[src/rtl/lce_pkg.sv]
`timescale 1ns/1ps
// Package: shared symbol and coding-mode types for the line code encoder.
// Assumes: three line symbols (space, positive, negative); unipolar overrides the code select.
package lce_pkg;

    typedef enum logic [1:0] {
        SYM_SPACE = 2'd0,
        SYM_POS   = 2'd1,
        SYM_NEG   = 2'd2
    } sym_t;

    typedef enum logic [1:0] {
        CODE_AMI  = 2'd0,
        CODE_HDB3 = 2'd1,
        CODE_UNI  = 2'd2
    } code_t;

    // Map the two mode pins to a coding mode; unipolar wins.
    function automatic code_t decode_mode(input logic uni, input logic hdb3);
        if (uni) begin
            return CODE_UNI;
        end
        return hdb3 ? CODE_HDB3 : CODE_AMI;
    endfunction

    // Polarity of the next alternating pulse, given whether the last one was positive.
    function automatic sym_t next_mark(input logic last_pos);
        return last_pos ? SYM_NEG : SYM_POS;
    endfunction

endpackage

[src/rtl/lce_delay_line.sv]
`timescale 1ns/1ps
// Module: lce_delay_line
// Shifts the serial input through DEPTH stages and exposes the whole window,
// oldest bit at index DEPTH-1, with a per-stage valid flag cleared by reset.
// Assumes: one new bit per clock, synchronous active-low reset.
module lce_delay_line #(
    parameter int DEPTH = 4
) (
    input  logic             clk,
    input  logic             rst_n,
    input  logic             din,
    output logic [DEPTH-1:0] win,
    output logic [DEPTH-1:0] vld
);

    generate
        if (DEPTH == 1) begin : g_single
            // Single stage: hold the last bit and mark it valid.
            always_ff @(posedge clk) begin
                if (!rst_n) begin
                    win <= '0;
                    vld <= '0;
                end else begin
                    win <= din;
                    vld <= 1'b1;
                end
            end
        end else begin : g_shift
            // Shift chain: newest bit enters at index 0.
            always_ff @(posedge clk) begin
                if (!rst_n) begin
                    win <= '0;
                    vld <= '0;
                end else begin
                    win <= {win[DEPTH-2:0], din};
                    vld <= {vld[DEPTH-2:0], 1'b1};
                end
            end
        end
    endgenerate

endmodule

[src/rtl/lce_mode_track.sv]
`timescale 1ns/1ps
// Module: lce_mode_track
// Decodes the mode pins and flags any edge at which the decoded coding mode
// differs from the one seen at the previous edge.
// Assumes: reset value is bipolar AMI.
module lce_mode_track
    import lce_pkg::*;
(
    input  logic  clk,
    input  logic  rst_n,
    input  logic  unipolar_sel,
    input  logic  hdb3_sel,
    output code_t code,
    output logic  code_chg
);

    code_t code_q;

    // Decode the pins and compare against the previously seen mode.
    always_comb begin
        code     = decode_mode(unipolar_sel, hdb3_sel);
        code_chg = (code != code_q);
    end

    // Remember the mode for the next comparison.
    always_ff @(posedge clk) begin
        if (!rst_n) begin
            code_q <= CODE_AMI;
        end else begin
            code_q <= code;
        end
    end

endmodule

[src/rtl/lce_symbol_coder.sv]
`timescale 1ns/1ps
// Module: lce_symbol_coder
// Picks the line symbol for the oldest window bit: unipolar pass, AMI
// alternation, or HDB3 with substitution of RUN_LEN-zero runs.
// State: polarity of last pulse, parity of normal pulses since last
// violation, position inside an active substitution.
// Assumes: window oldest bit at index RUN_LEN-1; state restarts on a mode change.
module lce_symbol_coder
    import lce_pkg::*;
#(
    parameter int RUN_LEN = 4
) (
    input  logic               clk,
    input  logic               rst_n,
    input  logic [RUN_LEN-1:0] win,
    input  logic [RUN_LEN-1:0] vld,
    input  code_t              code,
    input  logic               code_chg,
    output sym_t               sym
);

    localparam int CNT_W = (RUN_LEN > 2) ? $clog2(RUN_LEN) : 1;
    localparam logic [CNT_W-1:0] LAST_POS = CNT_W'(RUN_LEN - 1);

    logic             last_pos_q, last_pos_d;
    logic             odd_q, odd_d;
    logic [CNT_W-1:0] sub_q, sub_d;

    logic             eff_last, eff_odd;
    logic [CNT_W-1:0] eff_sub;
    logic             oldest_one, run_zero;

    // Symbol choice and next state for the bit leaving the window.
    always_comb begin
        eff_last   = code_chg ? 1'b0 : last_pos_q;
        eff_odd    = code_chg ? 1'b0 : odd_q;
        eff_sub    = code_chg ? '0   : sub_q;
        oldest_one = win[RUN_LEN-1] & vld[RUN_LEN-1];
        run_zero   = (win == '0) && (&vld);

        sym        = SYM_SPACE;
        last_pos_d = eff_last;
        odd_d      = eff_odd;
        sub_d      = eff_sub;

        case (code)
            CODE_UNI: begin
                if (oldest_one) begin
                    sym = SYM_POS;
                end
            end
            CODE_AMI: begin
                if (oldest_one) begin
                    sym        = next_mark(eff_last);
                    last_pos_d = ~eff_last;
                    odd_d      = ~eff_odd;
                end
            end
            default: begin
                if (eff_sub == LAST_POS) begin
                    sym   = eff_last ? SYM_POS : SYM_NEG;
                    odd_d = 1'b0;
                    sub_d = '0;
                end else if (eff_sub != '0) begin
                    sub_d = eff_sub + 1'b1;
                end else if (run_zero) begin
                    sub_d = CNT_W'(1);
                    if (!eff_odd) begin
                        sym        = next_mark(eff_last);
                        last_pos_d = ~eff_last;
                    end
                end else if (oldest_one) begin
                    sym        = next_mark(eff_last);
                    last_pos_d = ~eff_last;
                    odd_d      = ~eff_odd;
                end
            end
        endcase
    end

    // Coding state registers.
    always_ff @(posedge clk) begin
        if (!rst_n) begin
            last_pos_q <= 1'b0;
            odd_q      <= 1'b0;
            sub_q      <= '0;
        end else begin
            last_pos_q <= last_pos_d;
            odd_q      <= odd_d;
            sub_q      <= sub_d;
        end
    end

endmodule

[src/rtl/lce_rail_driver.sv]
`timescale 1ns/1ps
// Module: lce_rail_driver
// Registers the chosen symbol onto the two pulse rails.
// Assumes: a symbol never asks for both rails.
module lce_rail_driver
    import lce_pkg::*;
(
    input  logic clk,
    input  logic rst_n,
    input  sym_t sym,
    output logic pos_out,
    output logic neg_out
);

    // Rail output registers, low in reset.
    always_ff @(posedge clk) begin
        if (!rst_n) begin
            pos_out <= 1'b0;
            neg_out <= 1'b0;
        end else begin
            pos_out <= (sym == SYM_POS);
            neg_out <= (sym == SYM_NEG);
        end
    end

endmodule

[src/rtl/line_code_encoder.sv]
`timescale 1ns/1ps
// Module: line_code_encoder (top)
// Serial data to dual-rail line pulses with unipolar, AMI or HDB3 coding.
// Latency is LATENCY clocks from sampling edge to rail update in all modes.
// Assumes: synchronous active-low reset, mode pins sampled every clock.
module line_code_encoder
    import lce_pkg::*;
#(
    parameter int RUN_LEN = 4
) (
    input  logic clk,
    input  logic rst_n,
    input  logic data_in,
    input  logic unipolar_sel,
    input  logic hdb3_sel,
    output logic pos_out,
    output logic neg_out
);

    localparam int LATENCY = RUN_LEN;

    logic [LATENCY-1:0] win;
    logic [LATENCY-1:0] vld;
    code_t              code;
    logic               code_chg;
    sym_t               sym;

    lce_delay_line #(.DEPTH(LATENCY)) u_delay (
        .clk   (clk),
        .rst_n (rst_n),
        .din   (data_in),
        .win   (win),
        .vld   (vld)
    );

    lce_mode_track u_mode (
        .clk          (clk),
        .rst_n        (rst_n),
        .unipolar_sel (unipolar_sel),
        .hdb3_sel     (hdb3_sel),
        .code         (code),
        .code_chg     (code_chg)
    );

    lce_symbol_coder #(.RUN_LEN(LATENCY)) u_coder (
        .clk      (clk),
        .rst_n    (rst_n),
        .win      (win),
        .vld      (vld),
        .code     (code),
        .code_chg (code_chg),
        .sym      (sym)
    );

    lce_rail_driver u_rails (
        .clk     (clk),
        .rst_n   (rst_n),
        .sym     (sym),
        .pos_out (pos_out),
        .neg_out (neg_out)
    );

endmodule

[config.mk]
export PLATFORM = sky130hd
export DESIGN_NAME = line_code_encoder
export DESIGN_NICKNAME = d
export VERILOG_FILES = /design/src/rtl/lce_pkg.sv /design/src/rtl/lce_delay_line.sv /design/src/rtl/lce_mode_track.sv /design/src/rtl/lce_symbol_coder.sv /design/src/rtl/lce_rail_driver.sv /design/src/rtl/line_code_encoder.sv
export SDC_FILE = /design/constraint.sdc
export NUM_CORES = 1
export LEC_CHECK = 0
export ABC_AREA = 1
export ABC_CLOCK_PERIOD_IN_PS = 3900
export BUFFER_PORTS_ARGS = -buffer_cell sky130_fd_sc_hd__buf_4
export CAP_MARGIN = 40
export CORE_MARGIN = 2
export CORE_UTILIZATION = 35
export CTS_CLUSTER_DIAMETER = 100
export DETAILED_ROUTE_END_ITERATION = 8
export GPL_TIMING_DRIVEN = 0
export MAX_ROUTING_LAYER = met4
export PLACE_DENSITY = 0.5
export SLEW_MARGIN = 30
export SYNTH_ARGS = -nofsm -noshare
export SYNTH_HDL_FRONTEND = slang
export SYNTH_HIERARCHICAL = 1
export SYNTH_SLANG_ARGS = --single-unit
export TNS_END_PERCENT = 30
[constraint.sdc]
create_clock -name clk -period 3.9 [get_ports clk]
set_input_delay 0 -clock clk [delete_from_list [all_inputs] [get_ports clk]]
set_output_delay 0 -clock clk [all_outputs]
set_load 0.1 [all_outputs]
# Yosys cells after proc, flatten, opt, wreduce, memory -nomap -nowiden
# Cells that the tools add are included.
# classes
add_sub_neg	1
eq_ne	5
n_mux	32
bitwise	3
reduce_logical	6
# ops
cell	count
$mux 2	14
$mux 1	15
$eq 2x2->1 const B	3
$logic_not 4->1	1
$pmux 1 s2	2
$pmux 2 s2	1
$reduce_and 4->1	1
$add 2x1->2 const B	1
$eq 2x1->1 const B	1
$logic_not 2->1	1
$ne 2x2->1	1
$not 1->1	2
$reduce_bool 2->1	1
$reduce_or 2->1	1
$and 1x1->1	1
$logic_and 1x1->1	1
# totals
register_bits	16
inputBits	5
output_inout_bits	2
word_cells	56

# Longest topological paths before layout
# logic_depth
depth_word	11
ltp_mapped	16
depth_no_buf	16

# Hierarchy
# The synthesis kept the hierarchy.
# by_module_without_submodules
mod	instances	cells_each	area_per_inst_um2	seq_area_each_um2
lce_symbol_coder	1	82	519.2	80.1
lce_delay_line	1	22	212.7	160.2
lce_mode_track	1	18	116.4	40.0
lce_rail_driver	1	6	55.1	40.0

# Least setup slack after synthesis
# OpenSTA, ideal clock, no wires.
# synth_path
path_type	flip-flop to flip-flop
start	register u_mode.code_q[0]
end	register u_rails.pos_out
setup_ns	0.064
arrival_ns	1.483
required_time_ns	3.836
path_slack_ns	2.353
path_stages_with_launch	14
n_path_buf	0
synth_period_minus_slack_ns	1.547
path_cell_list	dfxtp_1 inv_1 nand3_1 nand3_2 inv_2 nand2_1 inv_1 ha_1 inv_1 nand2_2 nand3b_1 a21oi_1 nand2_1 nor2_1
# synth_via
elab_chain_cells	9
word_cells_on_any_way	15
classes_between	3 x eq/ne; 11 x mux; 1 x reduce/logical
# synth_lines
item	line_no	rtl
from (decl)	lce_mode_track.sv:17	code_t code_q;
from (signal assigned)	lce_mode_track.sv:30	code_q <= code;
$ne 2x2->1 *	lce_mode_track.sv:22	code_chg = (code != code_q);
via code_chg	line_code_encoder.sv:25	logic code_chg;
$mux 1	lce_symbol_coder.sv:35	eff_last = code_chg ? 1'b0 : last_pos_q;
$mux 2	lce_pkg.sv:28	return last_pos ? SYM_NEG : SYM_POS;
$mux 2 (on tied branches)	lce_symbol_coder.sv:53, lce_symbol_coder.sv:72, lce_symbol_coder.sv:68	
$mux 2	lce_symbol_coder.sv:66	end else if (run_zero) begin
$mux 2	lce_symbol_coder.sv:64	end else if (eff_sub != '0) begin
$mux 2	lce_symbol_coder.sv:60	if (eff_sub == LAST_POS) begin
$pmux 2 s2 *	lce_symbol_coder.sv:46	case (code)
via sym[0]	line_code_encoder.sv:26	sym_t sym;
$eq 2x1->1 *	lce_rail_driver.sv:21	pos_out <= (sym == SYM_POS);
to (signal assigned)	lce_rail_driver.sv:21	
to (decl)	lce_rail_driver.sv:11	output logic pos_out,
# The timed path passes the listed nets; every way through them passes the cells marked *.
# A chain may end at the register's enable or synchronous reset.

# Worst setup path in the final report
# layout_path
start	input port unipolar_sel
end	register u_rails.pos_out
# layout_via
elab_chain_cells	11
word_cells_on_any_way	19
classes_between	4 x eq/ne; 13 x mux; 2 x reduce/logical
# layout_lines
item	line_no	rtl
from (decl)	line_code_encoder.sv:14	input logic unipolar_sel,
$mux 1 *	lce_pkg.sv:20	if (uni) begin
$mux 2 *	lce_pkg.sv:23	return hdb3 ? CODE_HDB3 : CODE_AMI;
$ne 2x2->1 *	lce_mode_track.sv:22	
via code_chg	line_code_encoder.sv:25	
$mux 1	lce_symbol_coder.sv:35	
$mux 2	lce_pkg.sv:28	
$mux 2 (on tied branches)	lce_symbol_coder.sv:53, lce_symbol_coder.sv:72, lce_symbol_coder.sv:68	
$mux 2	lce_symbol_coder.sv:66	
$mux 2	lce_symbol_coder.sv:64	
$mux 2	lce_symbol_coder.sv:60	
$pmux 2 s2 *	lce_symbol_coder.sv:46	
via sym[0]	line_code_encoder.sv:26	
$eq 2x1->1 *	lce_rail_driver.sv:21	
# Marks and branches as above.

==> out/metrics.cfg <==
[synth]
synth_fp_nets=137
ys_ff_latch=16
synth_cell_type_count=22
syn_area_per_cell_um2=7.058
synth_warnings=6
netlist_area_um2=903.4
syn_inst=128
ys_seq_area_frac=0.3546

[worst_setup_path]
crit_cells=15
start_kind=primary input
criticalPathCategory=primary input to flip-flop
required_ns=4.12
critPathSlowestCell=dlygate4sd3_1
crit_chain=dlygate4sd3_1 -> buf_4 -> inv_2 -> nand3_1 -> nand3_2 -> inv_2 -> nand2_1 -> inv_1 -> ha_1 -> inv_1 -> nand2_2 -> nand3b_1 -> a21oi_1 -> nand2_1 -> nor2_1
endpoint=u_rails/pos_out$_SDFF_PN0_
rr_startpoint=u_mode/code_q[0]$_SDFF_PN0_
critPathArrivalTime_ns=2.08
reg2regPathDepth=13
critPathMaxFanout=4
ff2ff_setup_slack_ns=2.12
cp_slowest_stage_delay_ns=0.54
r2r_end=u_rails/pos_out$_SDFF_PN0_
worstSetupEndpointType=flip-flop
crit_start=unipolar_sel
critPathBufInv=6
path_delay_family=buffers and inverters

[clock_network]
clk-insertion-delay-late_ns=0.29
htree_levels=1
tritoncts=built
ctsHoldBuffers=4
cts_sinks=16
root_buffer=clkbuf_4
cts_resized=0
path_clk_slew_ns=0.09
cts_made_buffers=3
cts_setup_buffers=0
clockBufferDepth=2

[layout]
nFillCells=266
seq_area_um2=320.3
multi_input_area_um2=462.9
final_area_um2=1062
n_antenna_cell=0
final_common_cell=nand2_1
final_cell_mix=35 x nand2_1, 22 x inv_1, 16 x dfxtp_1
drive_above_1_share=0.2535
layout.nets=152
fin_util=0.4327
area_growth_pct=17.59

[drt]
first_pass_iters=2
drtAntennaViolNets=0
drtIter0Drc=6
vias_per_cell=4.448
route.detailed.drc=0
wl_per_cell_um=9.709
wl_um=1670
vias=765

[timing]
finalSetupViolations=0
drv_slew=0
fmax_ghz=0.5381
finalCriticalPeriod_ns=1.858
skew_ns=0.009825
rsz0062_at_grt=false
slew_headroom=0.8156
totalNegativeSetupSlack_ns=0
tightest_slew_ns=0.2788
hold_violations=0
period_share=0.4765

[status]
outcome=finished, final reports clean

[min_path]
hold_class=flip-flop to flip-flop
whs_path_depth=2

[grt]
met2_usage=0.2222
busiest_layer=met2
use_met3=0.03279
grt_pass1_wl_um=2987
antenna_found_initial=0
first_global_vias=734
overflow=0
grt_use_met1=0.1811
track_usage=0.1449
grt_start_max_net_pins=16

[die]
die_h_um=54.81
start_util=0.3680
io_pins=7
fp.dieW_um=54.81
design.core.area_um2=2455
dieArea_um2=3004
rows=18

[flow_run]
drv_cap=0

[placed_design]
place_area_um2=985.9
io_buffers=6
hpwl_um=1235
place.gp.congestion=0.8102

[power_and_ir_drop]
p_leak_nw=0.6025
ir_drop_mv=0.1552
powerDensity_nw_per_um2=305.7

how the worst min path moves through the flow:
stage / startpoint / end / slack (ns)
after floorplan: rst_n / u_delay/vld[0]$_DFF_P_ / 0.03
after global placement: data_in / u_delay/win[0]$_SDFF_PN0_ / 0.19
after CTS: data_in / u_delay/win[0]$_SDFF_PN0_ / 0.43
after global routing: data_in / u_delay/win[0]$_SDFF_PN0_ / 0.44
after detailed placement: data_in / u_delay/win[0]$_SDFF_PN0_ / 0.19
final: u_delay/win[1]$_SDFF_PN0_ / u_delay/win[2]$_SDFF_PN0_ / 0.44
worst reg2reg max path: cells and delay by family, from the launching register on:
kind / cells / cell delay [ns]
compound gates: 1 / 0.18
simple gates: 7 / 0.68
buf+inv: 4 / 0.28
fa+ha+maj: 1 / 0.23
flops: 1 / 0.33
power breakdown:
group / internal, mW / switching [mW]
combinational: 0.0154 / 0.0250
clock: 0.0568 / 0.0556
sequential: 0.169 / 0.00280
total: 0.241 / 0.0834
sequential cells by signal (all words and copies together), names as in the netlist:
signal / count
u_coder/sub_q: 2
u_rails/neg_out: 1
u_rails/pos_out: 1
u_delay/vld: 4
u_mode/code_q: 2
u_delay/win: 4
u_coder/odd_q: 1
u_coder/last_pos_q: 1
stage by stage:
step	worst slack (ns)	cells	hold slack (ns)	total power [mW]
floorplan	2.353	128	0.02772	0.2021
global placement	2.177	164	0.1865	0.2129
detailed placement	2.150	164	0.1870	0.2133
CTS	2.048	172	0.4293	0.3301
global route	1.831	172	0.4448	0.3457
finish	2.042	172	0.4362	0.3247
cell type report:
class / instances / share of cell area
Buffer: 1 / 0.007067
Multi-Input combinational cell: 83 / 0.4358
Inverter: 28 / 0.1060
Sequential cell: 16 / 0.3015
Timing Repair Buffer: 10 / 0.08009
Tap cell: 30 / 0.03534
Clock buffer: 4 / 0.03416
synth_stat cells, drive strengths merged:
cell type | number | share of area
a21oi | 6 | 0.037
nor2 | 11 | 0.065
dfxtp | 16 | 0.35
buf | 1 | 0.0083
nand3 | 8 | 0.055
o211ai | 2 | 0.022
ha | 4 | 0.055
clkinv | 1 | 0.0097
o21ai | 1 | 0.0055
o22ai | 1 | 0.0069
nand3b | 3 | 0.025
inv | 27 | 0.11
nand2 | 47 | 0.24
metal layers:
metal	wire length, um	vias to the layer above
met5	0	-
met4	13	0
met3	30	2
met2	782	4
met1	843	347
li1	-	412
logic make-up (layout without fill, tap and decap cells):
group,count (synthesis),after routing,share of synthesized area
and+or+nand+nor,69,69,0.3850
buffers and inverters,29,43,0.1330
DFF,16,16,0.3546
AOI/OAI and AO/OA,10,10,0.07202
adders and majority gates,4,4,0.05540
No activity file was read; power rests on OpenSTA's default activity.
